--- src/rtl/guest_exit_unit.sv ---
module guest_exit_unit #(
  parameter int NUM_CR = 4,
  parameter int DW     = 32,
  parameter int IDX_W  = 16,
  parameter int PORT_W = 16,
  parameter int MSR_W  = 8,
  parameter int TPR_W  = 4,
  parameter int PF_VEC = 14,
  localparam int BIT_W     = $clog2(DW),
  localparam int IO_WORDS  = (1 << PORT_W) / DW,
  localparam int MSR_WORDS = (1 << MSR_W) / DW,
  localparam int MEM_AW    = $clog2(IO_WORDS + 2 * MSR_WORDS),
  localparam int CFG_AW    = $clog2(8 + 2 * NUM_CR),
  localparam int CR_IW     = $clog2(NUM_CR)
) (
  input  logic              clk,
  input  logic              rst_n,
  input  logic              cfg_we,
  input  logic [CFG_AW-1:0] cfg_addr,
  input  logic [DW-1:0]     cfg_wdata,
  input  logic              ev_valid,
  output logic              ev_ready,
  input  logic [3:0]        ev_type,
  input  logic [IDX_W-1:0]  ev_idx,
  input  logic [DW-1:0]     ev_data,
  output logic              mem_rd_en,
  output logic [MEM_AW-1:0] mem_addr,
  input  logic [DW-1:0]     mem_rdata,
  output logic              dec_valid,
  output logic              dec_exit,
  output logic [2:0]        dec_reason,
  output logic [DW-1:0]     dec_value
);

  localparam logic [3:0] T_EXT = 4'd0, T_MASK = 4'd1, T_EXC = 4'd2, T_CRW = 4'd3,
                         T_CRR = 4'd4, T_IO = 4'd5, T_MSRR = 4'd6, T_MSRW = 4'd7,
                         T_TPRR = 4'd8, T_TPRW = 4'd9;

  logic              ext_en, win_en, tpr_en, g_masked;
  logic [DW-1:0]     exc_bm, pf_mask, pf_match;
  logic [TPR_W-1:0]  tpr_sh;
  logic [DW-1:0]     cr_mask [NUM_CR];
  logic [DW-1:0]     cr_sh   [NUM_CR];
  logic              pend;
  logic [2:0]        pend_reason;
  logic [BIT_W-1:0]  pend_bit;

  logic              accept, is_msr, msr_oor, use_mem;
  logic [CR_IW-1:0]  cr_i;
  logic [BIT_W-1:0]  vec;
  logic              pf_hit;
  logic              im_exit;
  logic [2:0]        im_reason;
  logic [DW-1:0]     im_value;

  assign ev_ready  = !pend;
  assign accept    = ev_valid && ev_ready;
  assign is_msr    = (ev_type == T_MSRR) || (ev_type == T_MSRW);
  assign msr_oor   = |ev_idx[IDX_W-1:MSR_W];
  assign use_mem   = (ev_type == T_IO) || (is_msr && !msr_oor);
  assign mem_rd_en = accept && use_mem;
  assign cr_i      = ev_idx[CR_IW-1:0];
  assign vec       = ev_idx[BIT_W-1:0];
  assign pf_hit    = (ev_data & pf_mask) == pf_match;

  always_comb begin
    if (ev_type == T_IO)
      mem_addr = MEM_AW'(ev_idx[PORT_W-1:BIT_W]);
    else if (ev_type == T_MSRR)
      mem_addr = MEM_AW'(IO_WORDS) + MEM_AW'(ev_idx[MSR_W-1:BIT_W]);
    else
      mem_addr = MEM_AW'(IO_WORDS + MSR_WORDS) + MEM_AW'(ev_idx[MSR_W-1:BIT_W]);
  end

  always_comb begin
    im_exit   = 1'b0;
    im_reason = 3'd0;
    im_value  = '0;
    case (ev_type)
      T_EXT:  begin im_exit = ext_en; im_reason = 3'd0; end
      T_MASK: begin im_exit = win_en && g_masked && !ev_data[0]; im_reason = 3'd1; end
      T_EXC:  begin
        im_reason = 3'd2;
        if (int'(vec) == PF_VEC) im_exit = exc_bm[vec] ^ !pf_hit;
        else                     im_exit = exc_bm[vec];
      end
      T_CRW:  begin im_exit = |((ev_data ^ cr_sh[cr_i]) & cr_mask[cr_i]); im_reason = 3'd3; end
      T_CRR:  im_value = cr_sh[cr_i];
      T_IO:   im_reason = 3'd4;
      T_MSRR: begin im_exit = msr_oor; im_reason = 3'd5; end
      T_MSRW: begin im_exit = msr_oor; im_reason = 3'd6; end
      T_TPRR: begin
        im_exit = !tpr_en; im_reason = 3'd3;
        if (tpr_en) im_value = DW'(tpr_sh);
      end
      T_TPRW: begin im_exit = !tpr_en; im_reason = 3'd3; end
      default: begin im_exit = 1'b1; im_reason = 3'd7; end
    endcase
  end

  always_ff @(posedge clk) begin
    if (!rst_n) begin
      ext_en   <= 1'b0;
      win_en   <= 1'b0;
      tpr_en   <= 1'b0;
      exc_bm   <= '0;
      pf_mask  <= '0;
      pf_match <= '0;
      tpr_sh   <= '0;
      for (int i = 0; i < NUM_CR; i++) begin
        cr_mask[i] <= '0;
        cr_sh[i]   <= '0;
      end
    end else begin
      if (cfg_we) begin
        case (int'(cfg_addr))
          0: {tpr_en, win_en, ext_en} <= cfg_wdata[2:0];
          1: exc_bm   <= cfg_wdata;
          2: pf_mask  <= cfg_wdata;
          3: pf_match <= cfg_wdata;
          4: tpr_sh   <= cfg_wdata[TPR_W-1:0];
          default: ;
        endcase
        for (int i = 0; i < NUM_CR; i++) begin
          if (int'(cfg_addr) == 8 + 2 * i) cr_mask[i] <= cfg_wdata;
          if (int'(cfg_addr) == 9 + 2 * i) cr_sh[i]   <= cfg_wdata;
        end
      end
      if (accept && ev_type == T_TPRW && tpr_en) tpr_sh <= ev_data[TPR_W-1:0];
    end
  end

  always_ff @(posedge clk) begin
    if (!rst_n) begin
      g_masked    <= 1'b1;
      pend        <= 1'b0;
      pend_reason <= 3'd0;
      pend_bit    <= '0;
      dec_valid   <= 1'b0;
      dec_exit    <= 1'b0;
      dec_reason  <= 3'd0;
      dec_value   <= '0;
    end else begin
      if (accept && ev_type == T_MASK) g_masked <= ev_data[0];
      if (accept && !use_mem) begin
        dec_valid  <= 1'b1;
        dec_exit   <= im_exit;
        dec_reason <= im_exit ? im_reason : 3'd0;
        dec_value  <= im_value;
      end else if (pend) begin
        pend       <= 1'b0;
        dec_valid  <= 1'b1;
        dec_exit   <= mem_rdata[pend_bit];
        dec_reason <= mem_rdata[pend_bit] ? pend_reason : 3'd0;
        dec_value  <= '0;
      end else begin
        dec_valid  <= 1'b0;
      end
      if (accept && use_mem) begin
        pend        <= 1'b1;
        pend_bit    <= ev_idx[BIT_W-1:0];
        pend_reason <= im_reason;
      end
    end
  end

endmodule

--- config.mk ---
export PLATFORM = sky130hd
export DESIGN_NAME = guest_exit_unit
export DESIGN_NICKNAME = d
export VERILOG_FILES = /design/src/rtl/guest_exit_unit.sv
export SDC_FILE = /design/constraint.sdc
export NUM_CORES = 1
export LEC_CHECK = 0
export CAP_MARGIN = 20
export CORE_UTILIZATION = 60
export CTS_BUF_LIST = sky130_fd_sc_hd__clkbuf_4
export CTS_CLUSTER_SIZE = 28
export DETAILED_ROUTE_END_ITERATION = 8
export HOLD_SLACK_MARGIN = 0.12
export PLACE_DENSITY = 0.81
export SYNTH_ARGS = -nofsm -noshare
export SYNTH_HDL_FRONTEND = slang
export SYNTH_SLANG_ARGS = --single-unit
--- constraint.sdc ---
create_clock -name clk -period 5.38 [get_ports clk]
set_clock_uncertainty 0.15 [all_clocks]
set_input_delay 1.076 -clock clk [delete_from_list [all_inputs] [get_ports clk]]
set_output_delay 1.076 -clock clk [all_outputs]
set_load 0.01 [all_outputs]
* Word level (Yosys, flattened, before mapping)
Memory sizes are Yosys's and may differ from the RTL's.
Cells that the tools add are included.
** Operators by class
- Add/subtract/negate cells :: 2
- Magnitude comparators :: 2
- Eq/ne operators :: 24
- Muxes and demuxes :: 67
- Bitwise gates (word level) :: 12
- Reduce and logical (&&, ||, !) cells :: 34
** Operators by type and width (number)
- $mux 32 :: 10
- $and 32x32->32 :: 2
- $pmux 32 s2 :: 1
- $mux 1 :: 42
- $eq 32x32->1 :: 1
- $reduce_or 32->1 :: 1
- $xor 32x32->32 :: 1
- $eq 4x3->1 const B :: 7
- $add 12x3->12 const A :: 2
- $eq 4x4->1 const B :: 6
- $mux 12 :: 2
- $pmux 3 s7 :: 1
- $eq 4x2->1 const B :: 5
- $mux 4 :: 4
- $eq 4x1->1 const B :: 3
- $lt 5x6->1 const B :: 2
- $mux 3 :: 4
- $bmux 1 s5 :: 2
- $reduce_and 2->1 :: 5
- $logic_and 1x1->1 :: 9
- $logic_not 4->1 :: 2
- $or 1x1->1 :: 8
- $reduce_or 2->1 :: 4
- $reduce_or 8->1 :: 1
- 8 further kinds :: 16
** Word-level totals
- Bits in registers :: 150
- RAM bits :: 256
- Bits of input ports :: 124
- Output and inout bits :: 51
- Logic and storage cells :: 158
- Memories :: 2
** Memories
- cr_mask :: depth 4, width 32, rd ports 1, clocked after memory_dff 0, wr ports 4, line 42 : logic [DW-1:0] cr_mask [NUM_CR];
- cr_sh :: depth 4, width 32, rd ports 1, clocked after memory_dff 0, wr ports 4, line 43 : logic [DW-1:0] cr_sh [NUM_CR];

* Depth between registers and ports, before layout
- Depth after elaboration :: 8
- Mapped depth :: 11

* Worst setup path after synthesis
Ideal clock, no wire load.
- Path kind :: input to register
- Start :: in cfg_addr[0]
- End :: mem cr_mask[3][0], enable pin
- Setup time :: 0.466 ns
- Arrival time :: 3.783 ns
- Slack :: 0.982 ns
- Stages :: 3
- Cells stage by stage :: clkbuf_1 > nand2b_1 > o21ai_0
** RTL lines
- start, declared :: line 19 : input logic [CFG_AW-1:0] cfg_addr,
- end, declared :: line 42

* Final worst setup path
- Start :: in ev_type[2]
- End :: out mem_rd_en
** On the way
- Longest elaborated chain between the ends :: 5
** Ends and longest elaborated chain
- start, declared :: line 23 : input logic [3:0] ev_type,
- $eq 4x3->1 :: line 58 : assign is_msr = (ev_type == T_MSRR) || (ev_type == T_MSRW);
- $logic_or 1x1->1 :: line 58
- $logic_and 1x1->1 :: line 60 : assign use_mem = (ev_type == T_IO) || (is_msr && !msr_oor);
- $logic_or 1x1->1 (*) :: line 60
- $logic_and 1x1->1 (*) :: line 61 : assign mem_rd_en = accept && use_mem;
- end, declared :: line 26 : output logic mem_rd_en,
Every way passes the cells marked *; elsewhere a longest branch is shown, timed or not.

==> metrics.json <==
{
  "drc": {"value": 0},
  "cts_tree": {"value": "done"},
  "finalSetupTns": {"value": 0, "unit": "ns"},
  "cp-end-kind": {"value": "output pin"},
  "timing.critical_path.arrival": {"value": 3.54, "unit": "ns"},
  "insertion_delay": {"value": 0.79, "unit": "ns"},
  "port-buffer-count": {"value": 168},
  "cts_setup_buffers": {"value": 0},
  "nets": {"value": 1997},
  "setup_repair_after_global_routing_missed_its_margin": {"value": "false"},
  "startpoint_type": {"value": "input port"},
  "maxCapViolations": {"value": 0},
  "post_synthesis_to_final_layout_area_growth": {"value": 17.4, "unit": "%"},
  "cp_data_required_time": {"value": 4.15, "unit": "ns"},
  "design.core.area": {"value": 31600, "unit": "um^2"},
  "postSynth.topFlopCell": {"value": "edfxtp_1"},
  "syn-num-nets": {"value": 1850},
  "syn-mean-instance-area": {"value": 11.2, "unit": "um^2"},
  "final_critical_path_time_including_i_o_delays_and_setup": {"value": 4.77, "unit": "ns"},
  "vias_after_detailed_routing": {"value": 14600},
  "gp_congestion": {"value": 0.856},
  "globalRouteMet2Util": {"value": 58.3, "unit": "%"},
  "htreeDepth": {"value": 3},
  "clockRootBuffer": {"value": "clkbuf_4"},
  "die_height": {"value": 182, "unit": "um"},
  "grt_first_pass_wirelength": {"value": 87.2, "unit": "mm"},
  "avgViaCountPerCell": {"value": 6.17},
  "slew-limit-headroom": {"value": 19.7, "unit": "%"},
  "router_iterations_before_antenna_repair": {"value": 6},
  "ff_latch_count_synth": {"value": 406},
  "number_of_hold_buffers_added_after_cts": {"value": 0},
  "synth_most_common_cell": {"value": "nand2_1"},
  "netlist.area_leader.share": {"value": 39.7, "unit": "%"},
  "ys_async_sr_fraction": {"value": 0, "unit": "%"},
  "setup_viol_count_final": {"value": 0},
  "maxClockFrequency": {"value": 0.210, "unit": "GHz"},
  "io-pin-count": {"value": 175},
  "post-place-cells": {"value": 2170},
  "grt_util_met3": {"value": 7.20, "unit": "%"},
  "groute.usage.overall": {"value": 35.9, "unit": "%"},
  "drive_gt1_share": {"value": 14.5, "unit": "%"},
  "pre_cts_slack": {"value": 0.689, "unit": "ns"},
  "min_path_type": {"value": "flop to flop"},
  "max-vdd-ir-drop": {"value": 262, "unit": "uV"},
  "total_leakage_power": {"value": 8.25, "unit": "nW"},
  "synthDominantAreaCellType": {"value": "edfxtp_1"},
  "clk_transition_reported_paths": {"value": 0.06, "unit": "ns"},
  "synth.top_cells.by_count": {"value": "275 x nand2_1, 258 x and2_1, 256 x edfxtp_1, 150 x dfxtp_1, 142 x xor2_1"},
  "critical_path.max_fanout": {"value": 12},
  "fp.dieW": {"value": 182, "unit": "um"},
  "stdcell_count": {"value": 2366},
  "maxSlewViolCount": {"value": 0},
  "post-route-period-util": {"value": 88.6, "unit": "%"},
  "post_syn_instances": {"value": 1726},
  "drtAntennaViolNets": {"value": 0},
  "synth_edf_count": {"value": 256},
  "grt.busiest_layer": {"value": "met2"},
  "globalRoute.totalOverflow": {"value": 0},
  "power_density": {"value": 311, "unit": "nW/um^2"},
  "outcome": {"value": "finished clean"},
  "cts_resized": {"value": 0},
  "path_class": {"value": "input port to output pin"},
  "seq_area_frac_synth": {"value": 55.2, "unit": "%"},
  "max_slew.worst_pin.slew": {"value": 1.20, "unit": "ns"},
  "utilization": {"value": 71.8, "unit": "%"},
  "placementRows": {"value": 65},
  "fin_ws": {"value": 0.611, "unit": "ns"},
  "drt-wirelength-per-cell": {"value": 24.8, "unit": "um"},
  "clockBufferDepth": {"value": 3},
  "finalHoldViolCount": {"value": 0},
  "synth_cell_types": {"value": 54},
  "yosys-top-cells-area": {"value": "edfxtp_1 40%, dfxtp_1 16%, and2_1 8.3%"},
  "grt_max_degree": {"value": 83},
  "number_of_antenna_violations_at_the_first_check_in_global_routing": {"value": 1},
  "met1_layer_usage_reported_by_global_route": {"value": 46.4, "unit": "%"},
  "cts_made_buffers": {"value": 102},
  "vias_in_the_first_global_route": {"value": 14600},
  "finalWirelength": {"value": 58.7, "unit": "mm"},
  "clkSinkCount": {"value": 406},
  "dieArea": {"value": 33000, "unit": "um^2"},
  "drtIter0Drc": {"value": 1895},
  "netlist_area": {"value": 19400, "unit": "um^2"},
  "initial_core_util": {"value": 61.2, "unit": "%"},
  "dpl.hpwl": {"value": 36.9, "unit": "mm"},
  "ys.warnings.count": {"value": 0}
}
## cells by family (layout without fill, tap and decap cells)
kind of cell    count (synthesis)  after routing  synth area share, %
compound gates                245            245                 9.48
flops                         406            406                 55.2
other cells                     0              2                    0
simple gates                  681            681                 18.1
buf+inv                       164            400                 3.65
xor+xnor                      144            144                 6.51
mux                            86             86                 7.07
## routing by layer
metal  routed length [um]  vias to the layer above
met1                21500                     7102
met5                    0                        -
li1                     -                     6378
met3                 6660                      161
met4                 2730                        0
met2                27900                      956
## path summary, 6_finish.rpt
check | start | endpoint | slack (ns) | cells after the start
worst max register to register | cr_sh[1][20]$_SDFFCE_PN0P_ | dec_exit$_SDFFE_PN0P_ | 2.09 | 8
worst min-delay path | exc_bm[27]$_SDFFE_PN0P_ | exc_bm[27]$_SDFFE_PN0P_ | 0.31 | 2
worst max-delay path | ev_type[2] | mem_rd_en | 0.61 | 6
worst min register to register | exc_bm[27]$_SDFFE_PN0P_ | exc_bm[27]$_SDFFE_PN0P_ | 0.31 | 2
## power by group
group	switching [mW]	internal [mW]
combinational	0.424	0.273
clock	1.27	1.59
sequential	0.0666	3.44
## critical path: stages
cell	delay, ns
clkdlybuf4s50_1	0.67
nor2b_1	0.54
o21ai_1	0.30
nor2_1	0.17
buf_4	0.22
clkdlybuf4s50_1	0.56
## stage by stage
step,cell area (um^2),power (mW),hold slack [ns]
floorplan,19400,3.94,0.289
global placement,21200,4.23,0.298
detailed placement,21200,4.25,0.304
CTS,22700,7.07,0.315
global route,22700,7.29,0.330
finish,22700,7.07,0.313
## cells in the final DEF (no fill, tap or decap), types with 4 or more instances in the layout
master / count
nand2b_1: 9
a31oi_1: 4
o211a_1: 6
and2_1: 258
nor3_1: 4
mux4_2: 39
mux2i_1: 43
clkinv_1: 7
a221oi_1: 12
inv_1: 9
xor2_1: 142
edfxtp_1: 256
a21oi_1: 17
a22oi_1: 36
nand3_1: 23
and3_1: 12
nor2_1: 13
o21ai_0: 10
o22ai_1: 8
clkbuf_4: 181
nand4_1: 13
a222oi_1: 10
a32oi_1: 14
nor2b_1: 44
nand2_1: 275
nor2_2: 5
o21ai_4: 6
dfxtp_1: 150
clkdlybuf4s50_1: 165
nor2_4: 4
a21boi_0: 99
buf_4: 31
nor4_1: 8
## cell type report
cell class                 count  area [um^2]
antenna                        2         5.00
clock buffer                 181         1360
clock inverter                12          106
fill                        2152         8910
inverter                       9         33.8
multi-input combinational   1156         8120
sequential                   406        10700
tap                          402          503
timing repair buffer         198         1900
## registers in the layout, indices dropped and copies added, names as in the netlist, 3 cells and up
register	cells
dec_reason	3
dec_value	32
pf_mask	32
pf_match	32
pend_reason	3
tpr_sh	4
pend_bit	5
cr_sh	128
cr_mask	128
exc_bm	32
Power figures use the tool's default switching activity.
